<file path="config.mk">
export PLATFORM = sky130hd
export DESIGN_NAME = fault_inject_ctrl
export DESIGN_NICKNAME = d
export VERILOG_FILES = /design/src/rtl/fic_pkg.sv /design/src/rtl/fic_shift_stage.sv /design/src/rtl/fic_arm_reg.sv /design/src/rtl/fic_byte_corrupter.sv /design/src/rtl/fault_inject_ctrl.sv
export SDC_FILE = /design/constraint.sdc
export NUM_CORES = 1
export LEC_CHECK = 0
export BUFFER_PORTS_ARGS = -buffer_cell sky130_fd_sc_hd__buf_4
export CORE_ASPECT_RATIO = 1.2
export CORE_UTILIZATION = 49
export DETAILED_ROUTE_END_ITERATION = 6
export MAX_ROUTING_LAYER = met4
export PLACE_DENSITY = 0.76
export SLEW_MARGIN = 20
export SYNTH_ARGS = -nofsm -noshare
export SYNTH_HDL_FRONTEND = slang
export SYNTH_SLANG_ARGS = --single-unit
</file>
<file path="constraint.sdc">
create_clock -name clk -period 3.6 [get_ports clk]
set_input_delay 0.72 -clock clk [delete_from_list [all_inputs] [get_ports clk]]
set_output_delay 0.72 -clock clk [all_outputs]
set_load 0.1 [all_outputs]
</file>
<file path="src/rtl/fic_pkg.sv">
package fic_pkg;
  typedef enum logic [1:0] {
    INJ_NONE   = 2'b00,
    INJ_SINGLE = 2'b01,
    INJ_DOUBLE = 2'b10,
    INJ_BAD    = 2'b11
  } inj_kind_e;

  localparam int KIND_W = 2;

  // Map raw type bits to an injection kind; the reserved code acts as none.
  function automatic inj_kind_e decode_kind(input logic [KIND_W-1:0] raw);
    case (raw)
      2'b01:   return INJ_SINGLE;
      2'b10:   return INJ_DOUBLE;
      default: return INJ_NONE;
    endcase
  endfunction
endpackage

</file>
<file path="src/rtl/fic_shift_stage.sv">
module fic_shift_stage #(
  parameter int WORD_W = 21
) (
  input  logic              clk,
  input  logic              rst_n,
  input  logic              user_mode,
  input  logic              shift_en,
  input  logic              sdi,
  input  logic              update_en,
  input  logic              take,
  output logic [WORD_W-1:0] staged_word,
  output logic              pending
);
  logic [WORD_W-1:0] shreg_q;

  always_ff @(posedge clk or negedge rst_n) begin
    if (!rst_n) begin
      shreg_q <= '0;
    end else if (shift_en) begin
      shreg_q <= {sdi, shreg_q[WORD_W-1:1]};
    end
  end

  always_ff @(posedge clk or negedge rst_n) begin
    if (!rst_n) begin
      staged_word <= '0;
      pending     <= 1'b0;
    end else if (update_en && user_mode) begin
      staged_word <= shreg_q;
      pending     <= 1'b1;
    end else if (take) begin
      pending     <= 1'b0;
    end
  end
endmodule

</file>
<file path="src/rtl/fic_arm_reg.sv">
module fic_arm_reg #(
  parameter int WORD_W = 21
) (
  input  logic              clk,
  input  logic              rst_n,
  input  logic              pending,
  input  logic              in_window,
  input  logic [WORD_W-1:0] staged_word,
  output logic              take,
  output logic [WORD_W-1:0] active_word
);
  assign take = pending && !in_window;

  always_ff @(posedge clk or negedge rst_n) begin
    if (!rst_n) begin
      active_word <= '0;
    end else if (take) begin
      active_word <= staged_word;
    end
  end
endmodule

</file>
<file path="src/rtl/fic_byte_corrupter.sv">
module fic_byte_corrupter
  import fic_pkg::*;
#(
  parameter int LOC_W  = 11,
  parameter int BYTE_W = 8
) (
  input  logic [KIND_W-1:0] kind_raw,
  input  logic [LOC_W-1:0]  target_loc,
  input  logic [BYTE_W-1:0] mask,
  input  logic              first_frame,
  input  logic [LOC_W-1:0]  byte_idx,
  input  logic [BYTE_W-1:0] data_in,
  output logic [BYTE_W-1:0] data_out
);
  localparam int SUM_W = LOC_W + 1;

  inj_kind_e         kind;
  logic [SUM_W-1:0]  next_loc;
  logic              hit_base;
  logic              hit_next;
  logic              apply;

  always_comb begin
    kind     = decode_kind(kind_raw);
    next_loc = {1'b0, target_loc} + SUM_W'(1);
    hit_base = (byte_idx == target_loc);
    hit_next = ({1'b0, byte_idx} == next_loc);
    case (kind)
      INJ_SINGLE: apply = first_frame && hit_base;
      INJ_DOUBLE: apply = first_frame && (hit_base || hit_next);
      default:    apply = 1'b0;
    endcase
    data_out = apply ? (data_in ^ mask) : data_in;
  end
endmodule

</file>
<file path="src/rtl/fault_inject_ctrl.sv">
module fault_inject_ctrl
  import fic_pkg::*;
#(
  parameter int LOC_W  = 11,
  parameter int BYTE_W = 8
) (
  input  logic              clk,
  input  logic              rst_n,
  input  logic              user_mode,
  input  logic              tap_shift,
  input  logic              tap_update,
  input  logic              tap_sdi,
  input  logic              first_frame,
  input  logic              last_frame,
  input  logic [LOC_W-1:0]  byte_idx,
  input  logic              rb_valid,
  output logic              rb_ready,
  input  logic [BYTE_W-1:0] rb_data,
  output logic              out_valid,
  input  logic              out_ready,
  output logic [BYTE_W-1:0] out_data,
  output logic              word_pending
);
  localparam int WORD_W  = KIND_W + LOC_W + BYTE_W;
  localparam int LOC_LSB = BYTE_W;
  localparam int KIND_LSB = BYTE_W + LOC_W;

  logic [WORD_W-1:0] staged_word;
  logic [WORD_W-1:0] active_q;
  logic              take;
  logic              in_window;

  assign in_window = first_frame || last_frame;

  fic_shift_stage #(.WORD_W(WORD_W)) u_stage (
    .clk         (clk),
    .rst_n       (rst_n),
    .user_mode   (user_mode),
    .shift_en    (tap_shift),
    .sdi         (tap_sdi),
    .update_en   (tap_update),
    .take        (take),
    .staged_word (staged_word),
    .pending     (word_pending)
  );

  fic_arm_reg #(.WORD_W(WORD_W)) u_arm (
    .clk         (clk),
    .rst_n       (rst_n),
    .pending     (word_pending),
    .in_window   (in_window),
    .staged_word (staged_word),
    .take        (take),
    .active_word (active_q)
  );

  fic_byte_corrupter #(.LOC_W(LOC_W), .BYTE_W(BYTE_W)) u_corrupt (
    .kind_raw    (active_q[KIND_LSB +: KIND_W]),
    .target_loc  (active_q[LOC_LSB +: LOC_W]),
    .mask        (active_q[BYTE_W-1:0]),
    .first_frame (first_frame),
    .byte_idx    (byte_idx),
    .data_in     (rb_data),
    .data_out    (out_data)
  );

  assign out_valid = rb_valid;
  assign rb_ready  = out_ready;
endmodule

</file>
==> impl_metrics.tcl <==
set metrics [dict create \
    run_status "finished clean" \
    boundaryPins 40 \
    antennaDiodeCount 0 \
    via_count_of_the_first_global_routing_pass 2334 \
    setup_tns_ns 0 \
    finalSetupViolCount 0 \
    synth_top_area_share_pct 48.6 \
    cts.root.buffer_cell "clkbuf_8" \
    clkSinkCount 64 \
    vdd_ir_drop_max_v 0.000337 \
    post-route-cell-area_um2 4100 \
    worst-slew-pin-transition_ns 0.940 \
    maxSlewViolCount 0 \
    drv_cap 0 \
    post_layout_nonfiller_instances 398 \
    yosysWarnings 0 \
    power-per-cell-area_nw_per_um2 761 \
    power_leakage_nw 1.72 \
    wl_per_cell_um 15.8 \
    drt-vias-per-instance 5.79 \
    dr.pass1.iters 4 \
    synth.net_count 301 \
    final_min_period_over_clock_period_pct 97.6 \
    max-slew-margin-rel_pct 37.2 \
    dpl.hpwl_um 4370 \
    clkTransAtPathRegs_ns 0.07 \
    dr_total_vias 2304 \
    yosysUniqueCellTypes 37 \
    ctsHoldBuffers 0 \
    grt_overflow 0 \
    finalWeightedCongestion 0.829 \
    syn2layout_area_growth_pct 24.4 \
    grt_pass1_wl_um 10600 \
    timing.critical_path.from "u_arm.active_word[19]" \
    cts_buffer_count 9 \
    clock_skew_ns 0.0142 \
    syn_avg_cell_area_um2 12.2 \
    top_achievable_clock_speed_ghz 0.285 \
    hold_path_class "in -> async" \
    critical_path_arrival_ns 2.79 \
    route.final.wire_length_um 6300 \
    tritoncts_clock_tree "built" \
    drt_first_iter_violations 111 \
    starting_utilization_of_the_core_area_pct 51.2 \
    final_layout_size_suffix_gt1_share_pct 45.0 \
    design.final.nets 339 \
    postSynthCellCount 270 \
    fillCellCount 496 \
    synth_area_leaders "dfrtp_1 49%, mux2_2 21%, o41ai_1 4.2%" \
    mostFrequentLayoutCells "64 x dfrtp_1, 61 x mux2_2, 41 x buf_4" \
    ant_nets 0 \
    critical_path.startpoint_type "register" \
    htreeDepth 3 \
    synth.ff_latch_count 64 \
    floorplan.core_area_um2 6450 \
    synth_area_leader_cell "dfrtp_1" \
    die-width_um 76.9 \
    startpoint_of_the_worst_register_to_register_path "u_stage.pending" \
    dpl_cell_area_um2 3780 \
    maximum_number_of_pins_on_one_net_before_global_route_repair 65 \
    grt_antenna_before_repair 0 \
    die-height_um 91.9 \
    drc 0 \
    seq_area_frac_synth_pct 48.6 \
    finalHoldViolCount 0 \
    clk_path_buf_depth 2 \
    leading_cell_type_in_the_layout_fill_and_taps_excluded "dfrtp_1" \
    synthesis.area_um2 3300 \
    worstPathMaxFanout 8 \
    groute.usage.overall_pct 19.8 \
    clock_latency_ns 0.34 \
    placed_cells_incl_taps 379 \
    timing_worst_setup_path_type "reg -> out" \
    min_period_ns 3.51 \
    floorplan.rows 32 \
    cp.required_ns 2.88 \
    port_buffers 35 \
    die_area_um2 7060 \
    timing.critical_path.to_type "primary output" \
]
[where the power goes]
part / switching (mW) / internal [mW]
sequential: 0.248 / 1.03
clock: 0.267 / 0.410
combinational: 0.608 / 0.557
total: 1.12 / 2.00
[cell usage after synthesis (all sizes together)]
cell and number:
a211oi 1, a31oi 9, and2 1, and3 1, buf 10, clkbuf 12, dfrtp 64, ha 2
inv 3, mux2 61, nand2 7, nand2b 18, nand3 4, nand4 3, nand4bb 1, nor2 2
nor2b 3, nor3b 2, o211a 1, o211ai 1, o21a 1, o21ai 6, o22ai 1, o311ai 8
o31a 8, o31ai 2, o41ai 16, or3 3, or4 3, xnor2 4, xor2 12
[path summary, 6_finish.rpt]
| kind | end | slack [ns] | cells past startpoint |
|---|---|---|---|
| max reg2reg | u_arm.active_word[11] | 2.22 | 3 |
| min in group clk | u_arm.active_word[19] | 0.48 | 2 |
| max in group asynchronous | u_stage.shreg_q[17] | 2.65 | 1 |
| min | u_stage.staged_word[9] | 0.46 | 1 |
| min reg2reg | u_arm.active_word[19] | 0.48 | 2 |
| max | out_data[4] | 0.09 | 8 |
[stage by stage]
stage | hold WS (ns) | utilization [%] | worst slack (ns) | power, mW
detailed placement | 0.466 | 58.7 | 0.0700 | 2.39
finish | 0.458 | 63.7 | 0.0859 | 3.12
floorplan | 0.424 | - | -0.0904 | 2.12
CTS | 0.475 | 63.1 | -0.0247 | 3.12
global placement | 0.464 | 58.7 | 0.106 | 2.34
global route | 0.505 | 63.7 | -0.00251 | 3.30
[critical path, cell delays in order, from the launching register on]
cell and delay, ns:
dfrtp_1 0.33, inv_1 0.05, ha_1 0.32, nor2b_4 0.15, nand4_1 0.09, or3_1 0.34
or4_4 0.64, o311ai_4 0.27, buf_6 0.26
[layout make-up]
class	instances	area (µm²)	share of cell area, %
tap	85	106	2.59
inverter	3	11.3	0.274
clock inverter	6	92.6	2.26
clock buffer	10	138	3.35
timing repair buffer	49	419	10.2
sequential	64	1600	39.0
multi-input combinational	181	1740	42.3
[sequential cells by signal, summed over array words and instances (netlist names)]
signal / count
u_stage.shreg_q: 21
u_stage.pending: 1
u_arm.active_word: 21
u_stage.staged_word: 21
[cells by family after synthesis]
kind of cell	synth area share [%]
mux	20.8
simple gates	8.88
buf+inv	3.76
compound gates	12.7
fa+ha+maj	0.759
xor+xnor	4.48
flops	48.6
[per-layer routing]
metal	part of all wire (%)	GRT usage [%]
met1	46	24.3
met2	50	32.0
met3	3.3	4.38
met4	1.1	7.21
met5	0	-
[repair_timing]
item / in CTS / in global routing
setup endpoints to repair: 8 / 8
pin swaps: 4 / 2
buffers inserted: 2 / 1
resized for setup: 11 / 6
Note: power is estimated with default switching activity, not from simulation.
